## config.mk

```make
export PLATFORM = sky130hd
export DESIGN_NAME = pwm_pair_deadtime
export DESIGN_NICKNAME = d
export VERILOG_FILES = /design/src/rtl/pwm_pair_deadtime.sv
export SDC_FILE = /design/constraint.sdc
export NUM_CORES = 1
export LEC_CHECK = 0
export BUFFER_PORTS_ARGS = -buffer_cell sky130_fd_sc_hd__buf_2
export CAP_MARGIN = 5
export CORE_MARGIN = 3
export CORE_UTILIZATION = 56
export DETAILED_ROUTE_END_ITERATION = 8
export PLACE_DENSITY = 0.88
export SLEW_MARGIN = 10
export SYNTH_ARGS = -nofsm -noshare
export SYNTH_HDL_FRONTEND = slang
export SYNTH_SLANG_ARGS = --single-unit
```

## constraint.sdc

```tcl
create_clock -name clk -period 3.85 [get_ports clk]
set_input_delay 0.385 -clock clk [delete_from_list [all_inputs] [get_ports clk]]
set_output_delay 0.385 -clock clk [all_outputs]
set_load 0.05 [all_outputs]
```

## src/rtl/pwm_pair_deadtime.sv

```systemverilog
module pwm_pair_deadtime #(
  parameter int DTW = 8
) (
  input  logic           clk,
  input  logic           rst_n,
  input  logic           raw_a,
  input  logic           raw_b,
  input  logic           indep_mode,
  input  logic           pair_from_b,
  input  logic [DTW-1:0] dt_cnt_a,
  input  logic [DTW-1:0] dt_cnt_b,
  input  logic           inv_a,
  input  logic           inv_b,
  input  logic           drive_en_a,
  input  logic           drive_en_b,
  input  logic           force_stb,
  input  logic [3:0]     force_code,
  input  logic           sw_a,
  input  logic           sw_b,
  input  logic           ext_a,
  input  logic           ext_b,
  output logic           pin_a,
  output logic           pin_b,
  output logic           pin_a_en,
  output logic           pin_b_en
);

  localparam int NCH = 2;

  logic [NCH-1:0] pair_v, in_v, dly_q, sw_i, ext_i, inv_i, en_i;
  logic [NCH-1:0][1:0] fsel_q;
  logic [NCH-1:0][DTW-1:0] dt_i, cnt_q;
  logic src;

  assign sw_i  = {sw_b, sw_a};
  assign ext_i = {ext_b, ext_a};
  assign inv_i = {inv_b, inv_a};
  assign en_i  = {drive_en_b, drive_en_a};
  assign dt_i  = {dt_cnt_b, dt_cnt_a};

  assign src    = pair_from_b ? raw_b : raw_a;
  assign pair_v = indep_mode ? {raw_b, raw_a} : {~src, src};

  always_ff @(posedge clk or negedge rst_n)
    if (!rst_n)         fsel_q <= '0;
    else if (force_stb) fsel_q <= force_code;

  for (genvar ch = 0; ch < NCH; ch++) begin : g_ch
    always_comb
      case (fsel_q[ch])
        2'd0:    in_v[ch] = pair_v[ch];
        2'd1:    in_v[ch] = ~pair_v[ch];
        2'd2:    in_v[ch] = sw_i[ch];
        default: in_v[ch] = ext_i[ch];
      endcase

    always_ff @(posedge clk or negedge rst_n)
      if (!rst_n) begin
        cnt_q[ch] <= '0;
        dly_q[ch] <= 1'b0;
      end else if (!in_v[ch]) begin
        cnt_q[ch] <= '0;
        dly_q[ch] <= 1'b0;
      end else if (cnt_q[ch] >= dt_i[ch]) begin
        dly_q[ch] <= 1'b1;
      end else begin
        cnt_q[ch] <= cnt_q[ch] + 1'b1;
      end

    assert_rise_needs_input_R5: assert property (@(posedge clk) disable iff (!rst_n)
      $rose(dly_q[ch]) |-> $past(in_v[ch]));
    assert_zero_dt_R5: assert property (@(posedge clk) disable iff (!rst_n)
      (in_v[ch] && dt_i[ch] == '0) |=> dly_q[ch]);
    assert_low_clears_R6: assert property (@(posedge clk) disable iff (!rst_n)
      !in_v[ch] |=> !dly_q[ch]);
    assert_sel_hold_R10: assert property (@(posedge clk) disable iff (!rst_n)
      !force_stb |=> $stable(fsel_q[ch]));
  end

  assign pin_a    = drive_en_a & (dly_q[0] ^ inv_i[0]);
  assign pin_b    = drive_en_b & (dly_q[1] ^ inv_i[1]);
  assign pin_a_en = en_i[0];
  assign pin_b_en = en_i[1];

  always_comb begin
    assert_release_a_R8: assert (!rst_n || drive_en_a || !pin_a);
    assert_release_b_R8: assert (!rst_n || drive_en_b || !pin_b);
  end

endmodule

```

==> out/results.tsv, run 1 <==
metric	value	unit
hold buffer count at CTS	0	
worst slew pin tran	0.954	ns
grt ovf	0	
# setup viols final	0	
Final Skew	0.00318	ns
Synth Flop Type	dfrtp_1	
VDD IR max	0.000327	V
Max-slew headroom	36.0	%
Antenna Cells	0	
Logic pwr share	29.7	%
Chip Width	57.9	um
largest net degree at the start of global routing	23	
CP cell instances	ha_1, o211a_1, a211oi_1, o31ai_2, or4_1, a21oi_1	
clock power share	26.2	%
TNS Setup	0	ns
H-tree depth	1	
leading cell types in the layout, fill and taps excluded	buf_2, dfrtp_1, inv_1, ha_1, a21oi_1	
register bit total from synthesis	22	
Iteration-0 DRC Markers	17	
core area	2520	um2
Switching Share	30.8	%
r2r startpoint	cnt_q[2]	
fin. max-slew vios	0	
slowest stage delay, CP	0.56	ns
worst hold path class	input pin to async pin	
CP startpoint kind	flip-flop	
Yosys warnings	0	
critical path capture point	cnt_q[5]	
total global-route track usage	18.7	%
number of CTS-inserted buffers	3	
clk root buf	clkbuf_4	
RSZ-0062 raised after global routing	no	
Pleak	0.940	nW
CTS tree	yes	
Seq pwr share	44.1	%
detailed-route via count	1342	
reg2reg setup slack	1.52	ns
arrival time worst endpoint	2.56	ns
Final ANT Viol Nets	0	
DRT Wirelength	3000	um
first drt pass iteration count	4	
first-pass GRT wire length	5040	um
Crit. End Element	flip-flop	
PortBufs	38	
WP data required	4.08	ns
number of global-route vias before repair	1290	
final count of hold timing violations	0	
Post-CTS Resized	0	
final layout net count	257	
Pint	0.455	mW
Multi-input gate area	858	um2
worst-case clock buffer depth	2	
pre-CTS setup slack	1.46	ns
Async SR Flop Fraction	100	%
crit share post-route	60.6	%
number of flops mapped to enable cells by yosys	0	
r2r endpoint	cnt_q[5]	
Post-CTS Setup Repair Bufs	0	
fin worst setup slack	1.52	ns
Pwr per Cell Area	371	nW/um2
syn nets	217	
GPL Wtd Cong	0.759	
Min Clock Period, post-route	2.33	ns
Worst-path clk slew	0.12	ns
FP Rows	18	
Synth top area share	36.5	%
Initial Util	59.8	%
Register Area	551	um2
filler cell count in the final layout	204	
Switching Power	0.203	mW
IO Pins	39	
# clock sinks	22	
Skew-Pair Late Insertion Delay	0.30	ns
Die Area	3350	um2
post-DP HPWL	2450	um
Netlist cell types	30	
Mean Syn Cell Area	9.20	um2
part of the Yosys area used for sequential elements	36.5	%
crit path kind	flip-flop to flip-flop	
leading area contributor after synthesis	dfrtp_1	
Gate Count Post-Synth	164	
Max-Cap Viols	0	
worst reg2reg path depth	6	
vias per inst	5.76	
Die Height	57.9	um
synth-to-layout area growth	17.4	%
initial antenna violation count	0	
crit-path max FO	15	
Area contributors post-synth	dfrtp_1, ha_1, a21oi_1	
layout cell share with drive strength beyond 1	25.1	%
Remaining DRCs	0	
drt wl/cell	12.9	um
Crit-path slowest cell	or4_1	
status	finished, final reports clean	
Setup crit start	cnt_q[2]	
max frequency	429	MHz
most common cell after layout, fill and taps aside	buf_2	
Cell Area, Synth	1510	um2
==> Yosys cell counts (3+ instances only) <==
cell type  instances
a211oi_1           3
a21oi_1           16
and2_1             3
dfrtp_1           22
ha_1              18
inv_1             20
mux2_2             5
mux2i_1            3
nand2_1            6
nand2b_1           3
nand3_1            7
nor2_1            10
o21ai_1           10
o31ai_1            3
or3_1             10
or4_1              3
xor2_1             3
==> layer usage <==
| layer | part of all wire (%) | vias to the layer above | wire (um) | GRT usage (%) |
|---|---|---|---|---|
| met3 | 4.5 | 5 | 136 | 2.00 |
| met2 | 53 | 36 | 1580 | 35.2 |
| met5 | 0 | - | 0 | 0 |
| li1 | - | 665 | - | - |
| met4 | 0.90 | 0 | 27 | 3.97 |
| met1 | 42 | 636 | 1250 | 23.0 |
==> cell type report <==
| class | count | area share, % |
|---|---|---|
| repair buffers | 39 | 11.2 |
| clock buffers | 3 | 1.27 |
| flip-flops and latches | 22 | 31.1 |
| clock inverters | 1 | 1.69 |
| multi-input cells | 118 | 48.4 |
| well taps | 30 | 2.12 |
| inverters | 20 | 4.24 |
==> metrics by stage <==
step | util, % | area [um2] | power, mW | hold WS [ns] | cells
6_report | 70.2 | 1770 | 0.657 | 0.00900 | 233
5_1_grt | 70.2 | 1770 | 0.702 | 0.0315 | 233
4_1_cts | 70.2 | 1770 | 0.662 | 0.0229 | 233
3_5_place_dp | 68.2 | 1720 | 0.490 | 0.364 | 229
3_3_place_gp | 68.2 | 1720 | 0.469 | 0.361 | 229
2_1_floorplan | - | 1510 | 0.424 | 0.0894 | 164
==> state kept, by name, indices dropped and copies added, names as in the netlist <==
name,count
fsel_q,4
cnt_q,16
dly_q,2
==> worst max-delay path, delay by kind of cell (launching register included) <==
kind,cells,cell delay (ns)
AO/OA/AOI/OAI,4,0.96
adder cells (fa/ha/maj),1,0.30
flip-flops,1,0.45
AND/OR/NAND/NOR,1,0.56
==> worst min path at each step <==
| stage | to | slack, ns |
|---|---|---|
| after CTS | cnt_q[4] | 0.02 |
| after floorplan | cnt_q[0] | 0.09 |
| after global routing | cnt_q[4] | 0.03 |
| final | cnt_q[5] | 0.009 |
| after detailed placement | cnt_q[5] | 0.36 |
| after global placement | cnt_q[7] | 0.36 |
==> cell families after synthesis <==
logic type	Yosys count	share of synthesized area [%]
fa+ha+maj	18	14.9
flops	22	36.5
compound gates	40	16.3
xor+xnor	5	2.90
simple gates	47	17.0
buf+inv	24	6.63
mux	8	5.72
==> power groups by stage <==
stage	logic [mW]	clock network (mW)	registers, mW
floorplan	0.138	0	0.286
global placement	0.177	0	0.292
global route	0.221	0.185	0.295
finish	0.196	0.172	0.290
detailed placement	0.196	0	0.294
CTS	0.198	0.175	0.289
Note: power is estimated with default switching activity, not from simulation.
==> run 2: changes to the inputs <==
--- a/config.mk
+++ b/config.mk
@@ -8,9 +8,9 @@
 export BUFFER_PORTS_ARGS = -buffer_cell sky130_fd_sc_hd__buf_2
 export CAP_MARGIN = 5
 export CORE_MARGIN = 3
-export CORE_UTILIZATION = 56
+export CORE_UTILIZATION = 47
 export DETAILED_ROUTE_END_ITERATION = 8
-export PLACE_DENSITY = 0.88
+export PLACE_DENSITY = 0.79
 export SLEW_MARGIN = 10
 export SYNTH_ARGS = -nofsm -noshare
 export SYNTH_HDL_FRONTEND = slang
==> constraint.sdc (replaced) <==
create_clock -name clk -period 2 [get_ports clk]
set_input_delay 0.2 -clock clk [delete_from_list [all_inputs] [get_ports clk]]
set_output_delay 0.2 -clock clk [all_outputs]
set_load 0.05 [all_outputs]
==> out/results.tsv, run 2 (synthesis gave the netlist of run 1 again) <==
metric	value	unit	change
status	finished, violations left		
failing checks	setup timing		
# setup viols final	10		+10
area post-placement	1830	um2	+6.5%
H-tree depth	1		unchanged
total global-route track usage	19.4	%	+0.70 points
core area	2900	um2	+15%
drt wl/cell	15.1	um	+17%
r2r startpoint	cnt_q[1]		
Skew-Pair Late Insertion Delay	0.31	ns	about the same
post-route design area	2120	um2	+20%
clk root buf	clkbuf_4		
first drt pass iteration count	4		unchanged
worst slew pin tran	0.487	ns	-0.468 ns
Chip Width	62.7	um	+8.2%
number of global-route vias before repair	1542		+20%
Setup crit start	cnt_q[1]		
Top Registers	cnt_q x16, fsel_q x4, dly_q x2		
max frequency	474	MHz	+11%
pre-CTS setup slack	-0.214	ns	-1.67 ns
crit-path max FO	7		-8
Die Height	62.7	um	+8.2%
CTS tree	yes		
Initial Util	52.0	%	-7.8 points
number of CTS-inserted buffers	3		unchanged
largest net degree at the start of global routing	23		unchanged
Iteration-0 DRC Markers	24		+7
WP data required	2.24	ns	-1.84 ns
Antenna Cells	0		unchanged
leading cell types in the layout, fill and taps excluded	buf_2, dfrtp_1, inv_1, buf_4, ha_1		
dpl cells	252		+10%
PortBufs	38		unchanged
final count of hold timing violations	0		unchanged
worst hold path class	input pin to flip-flop		
fin. max-slew vios	0		unchanged
TNS Setup	-0.569	ns	-0.569 ns
worst-case clock buffer depth	2		unchanged
RSZ-0062 raised after global routing	yes		
first-pass GRT wire length	6210	um	+23%
Max-slew headroom	67.6	%	+32 points
fin worst setup slack	-0.111	ns	-1.63 ns
Remaining DRCs	0		unchanged
detailed-route via count	1487		+11%
non-filler instance count after layout	267		+15%
Top reg by flops	cnt_q		
IO Pins	39		unchanged
Final ANT Viol Nets	0		unchanged
FP Rows	19		+1
arrival time worst endpoint	2.35	ns	-0.21 ns
Pwr per Cell Area	702	nW/um2	+89%
# clock sinks	22		unchanged
VDD IR max	0.000621	V	+90%
post-DP HPWL	2780	um	+14%
DRT Wirelength	4030	um	+34%
max reg flops	16		unchanged
crit share post-route	106	%	+45 points
final core utilization	73.3	%	+3.0 points
Pleak	1.07	nW	+14%
most common cell after layout, fill and taps aside	buf_2		
Worst Hold Path Cells	2		
final layout net count	279		+8.6%
GPL Wtd Cong	0.812		+7.0%
Die Area	3930	um2	+17%
Final Skew	0.00123	ns	-0.00194 ns
worst reg2reg path depth	7		+1
initial antenna violation count	0		unchanged
layout cell share with drive strength beyond 1	43.6	%	+18 points
Crit. End Element	flip-flop		
CP startpoint kind	flip-flop		
synth-to-layout area growth	40.8	%	
crit path kind	flip-flop to flip-flop		
Max-Cap Viols	0		unchanged
Worst-path clk slew	0.13	ns	about the same
grt ovf	0		unchanged
vias per inst	5.57		-3.3%
Min-Delay Startpoint	force_code[1]		
Min Clock Period, post-route	2.11	ns	-0.222 ns
==> run 2: cell count changes in the layout (fill, tap and decap cells not counted), moves of 3 or more <==
cell / before / now
buf_4: 1 / 20
a21oi_1: 16 / 6
a21oi_2: 1 / 9
ha_1: 18 / 13
ha_2: 0 / 4
o31ai_4: 0 / 3
or4_1: 3 / 0
or4_4: 1 / 4
==> run 2: report_power, final <==
group          internal [mW]  switching [mW]  total, mW
logic                  0.288           0.326      0.614
clock network          0.202           0.141      0.343
registers              0.497          0.0375      0.535
==> run 2: what timing repair did <==
action                                  CTS  global route
gates resized for setup                  11            18
setup buffers                             6             3
endpoints found under the setup margin   15            15
pin swaps                                 9            13
cloned                                    1             0
hold buffers                              1             0
hold endpoints to repair                 22             0
==> run 2: cell type report <==
cell class / instances / area (um2)
clock inverters: 1 / 30.0
inverters: 20 / 75.1
multi-input cells: 119 / 1030
well taps: 42 / 52.6
clock buffers: 3 / 22.5
flip-flops and latches: 22 / 551
fillers: 226 / 776
repair buffers: 60 / 362
==> run 2: critical path: stages, from the launching register on <==
cell and delay (ns):
dfrtp_1 0.41, ha_2 0.17, or4_4 0.55, a21oi_4 0.15
o31ai_4 0.10, buf_4 0.18, or3_1 0.35, a21oi_1 0.14
==> run 2: per-layer routing <==
layer | GRT usage [%] | wire [um] | vias to the layer above
met1 | 18.7 | 1400 | 689
met3 | 3.24 | 196 | 26
met2 | 37.8 | 2240 | 62
met5 | 0 | 0 | -
met4 | 11.8 | 183 | 0
li1 | - | - | 710
==> run 2: stage by stage <==
stage,hold slack [ns],power (mW)
4_1_cts,0.111,1.45
3_5_place_dp,0.197,1.01
5_1_grt,0.111,1.57
2_1_floorplan,-0.0956,0.829
6_report,0.116,1.49
3_3_place_gp,0.187,0.975
==> run 2: worst paths after layout <==
check | to | slack [ns]
max in group asynchronous | cnt_q[5] | 1.31
min in group asynchronous | fsel_q[2] | 0.36
min reg2reg | dly_q[0] | 0.54
min | fsel_q[1] | 0.12
max reg2reg | cnt_q[3] | -0.11
max | cnt_q[3] | -0.11
==> run 3: changes to the inputs <==
--- a/config.mk
+++ b/config.mk
@@ -10,7 +10,7 @@
 export CORE_MARGIN = 3
 export CORE_UTILIZATION = 47
 export DETAILED_ROUTE_END_ITERATION = 8
-export PLACE_DENSITY = 0.79
+export PLACE_DENSITY = 0.75
 export SLEW_MARGIN = 10
 export SYNTH_ARGS = -nofsm -noshare
 export SYNTH_HDL_FRONTEND = slang
==> out/results.tsv, run 3 (synthesis gave the netlist of run 1 again) <==
metric	value	unit	change
clk root buf	clkbuf_4		
IO Pins	39		unchanged
DRT Wirelength	3690	um	-8.2%
failing checks	setup timing		
CTS tree	yes		
Worst-path clk slew	0.13	ns	about the same
initial antenna violation count	0		unchanged
Chip Width	62.7	um	unchanged
Top Registers	cnt_q x16, fsel_q x4, dly_q x2		
filler cell count in the final layout	221		-2.2%
fin. max-slew vios	0		unchanged
# clock sinks	22		unchanged
Max-slew headroom	66.9	%	-0.63 points
Skew-Pair Late Insertion Delay	0.32	ns	about the same
most common cell after layout, fill and taps aside	buf_2		
worst reg2reg path depth	7		unchanged
Max-Cap Viols	0		unchanged
area post-placement	1850	um2	+1.2%
grt ovf	0		unchanged
WP data required	2.26	ns	+0.02 ns
Crit-path slowest cell	or4_4		
Crit. End Element	flip-flop		
crit path kind	flip-flop to flip-flop		
worst-case clock buffer depth	2		unchanged
drt wl/cell	13.8	um	-8.6%
FP Rows	19		unchanged
arrival time worst endpoint	2.35	ns	about the same
post-DP HPWL	2550	um	-8.5%
Pwr per Cell Area	663	nW/um2	-5.6%
final count of hold timing violations	0		unchanged
Final Skew	0.00207	ns	+0.000840 ns
first-pass GRT wire length	5950	um	-4.1%
Antenna Cells	0		unchanged
synth-to-layout area growth	39.9	%	
Min Clock Period, post-route	2.10	ns	-0.0159 ns
fin worst setup slack	-0.0954	ns	+0.0159 ns
Remaining DRCs	0		unchanged
total global-route track usage	18.6	%	-0.81 points
TNS Setup	-0.318	ns	+0.251 ns
worst slew pin tran	0.496	ns	+0.00947 ns
Pleak	1.08	nW	+0.57%
post-route design area	2110	um2	-0.65%
status	finished, violations left		
RSZ-0062 raised after global routing	yes		
layout cell share with drive strength beyond 1	43.8	%	+0.25 points
CP startpoint kind	flip-flop		
VDD IR max	0.000573	V	-7.6%
max reg flops	16		unchanged
Die Area	3930	um2	unchanged
H-tree depth	1		unchanged
crit-path max FO	6		-1
GPL Wtd Cong	0.693		-15%
number of global-route vias before repair	1433		-7.1%
PortBufs	38		unchanged
max frequency	477	MHz	+0.76%
slowest stage delay, CP	0.54	ns	about the same
total power	1.40	mW	-6.2%
leading cell types in the layout, fill and taps excluded	buf_2, dfrtp_1, inv_1, buf_4, ha_1		
Final ANT Viol Nets	0		unchanged
largest net degree at the start of global routing	23		unchanged
crit share post-route	105	%	-0.79 points
worst hold path class	input pin to flip-flop		
CP cell instances	ha_2, or4_4, a21oi_4, o31ai_4, buf_6, or3_4, a21oi_2		
Initial Util	52.0	%	unchanged
core area	2900	um2	unchanged
Die Height	62.7	um	unchanged
number of CTS-inserted buffers	3		unchanged
detailed-route via count	1417		-4.7%
# setup viols final	6		-4
Iteration-0 DRC Markers	24		unchanged
vias per inst	5.29		-5.1%
final layout net count	280		+0.36%
Hold WS	0.104	ns	-0.0128 ns
Worst Hold Path Cells	2		unchanged
Top reg by flops	cnt_q		
first drt pass iteration count	4		unchanged
-- run 3: layout make-up --
cell class	count	area [um2]	area share [%]
repair buffers	62	389	18.4
inverters	20	75.1	3.56
flip-flops and latches	22	551	26.1
multi-input cells	118	1010	47.7
well taps	42	52.6	2.49
clock buffers	4	36.3	1.72
-- run 3: worst paths after layout --
path                                from   endpoint  slack (ns)
max                             cnt_q[4]   cnt_q[4]        -0.1
min                        force_code[2]  fsel_q[2]        0.10
max reg2reg                     cnt_q[4]   cnt_q[4]        -0.1
min reg2reg                     dly_q[1]   dly_q[1]        0.55
max in group asynchronous          rst_n  cnt_q[14]        1.30
min in group asynchronous          rst_n  fsel_q[1]        0.36
-- run 3: report_power, final --
group / leakage (nW) / internal, mW / total, mW / switching (mW)
logic: 0.763 / 0.301 / 0.608 / 0.307
clock network: 0.0210 / 0.111 / 0.257 / 0.145
registers: 0.293 / 0.497 / 0.535 / 0.0376
total: 1.08 / 0.910 / 1.40 / 0.489
-- run 3: worst max-delay path, delay by kind of cell, from the launching register on --
family	cells	cell delay, ns
AOI/OAI and AO/OA	3	0.40
adders and majority gates	1	0.18
buffers and inverters	1	0.15
DFF	1	0.40
and+or+nand+nor	2	0.91
-- run 3: per-stage QoR --
step,cells,utilization [%],worst slack [ns]
after global placement,255,63.9,-0.107
final,268,72.8,-0.0954
after global routing,268,72.8,-0.161
after detailed placement,255,63.9,-0.184
after CTS,265,69.0,-0.127
after floorplan,164,-,0.0124
-- run 3: timing repair --
| action | CTS | global route |
|---|---|---|
| buffers inserted | 4 | 3 |
| resized for setup | 16 | 18 |
| setup endpoints to repair | 14 | 16 |
| hold buffers | 1 | 0 |
| hold endpoints to repair | 22 | 0 |
| cloned | 1 | 0 |
| pin swaps | 6 | 16 |
-- run 3: layer usage --
| layer | track usage [%] | part of all wire [%] | wire (um) |
|---|---|---|---|
| met3 | 2.52 | 3.5 | 130 |
| met2 | 34.0 | 53 | 1960 |
| met4 | 7.71 | 1.7 | 64 |
| met1 | 21.7 | 42 | 1540 |
| met5 | 0 | 0 | 0 |
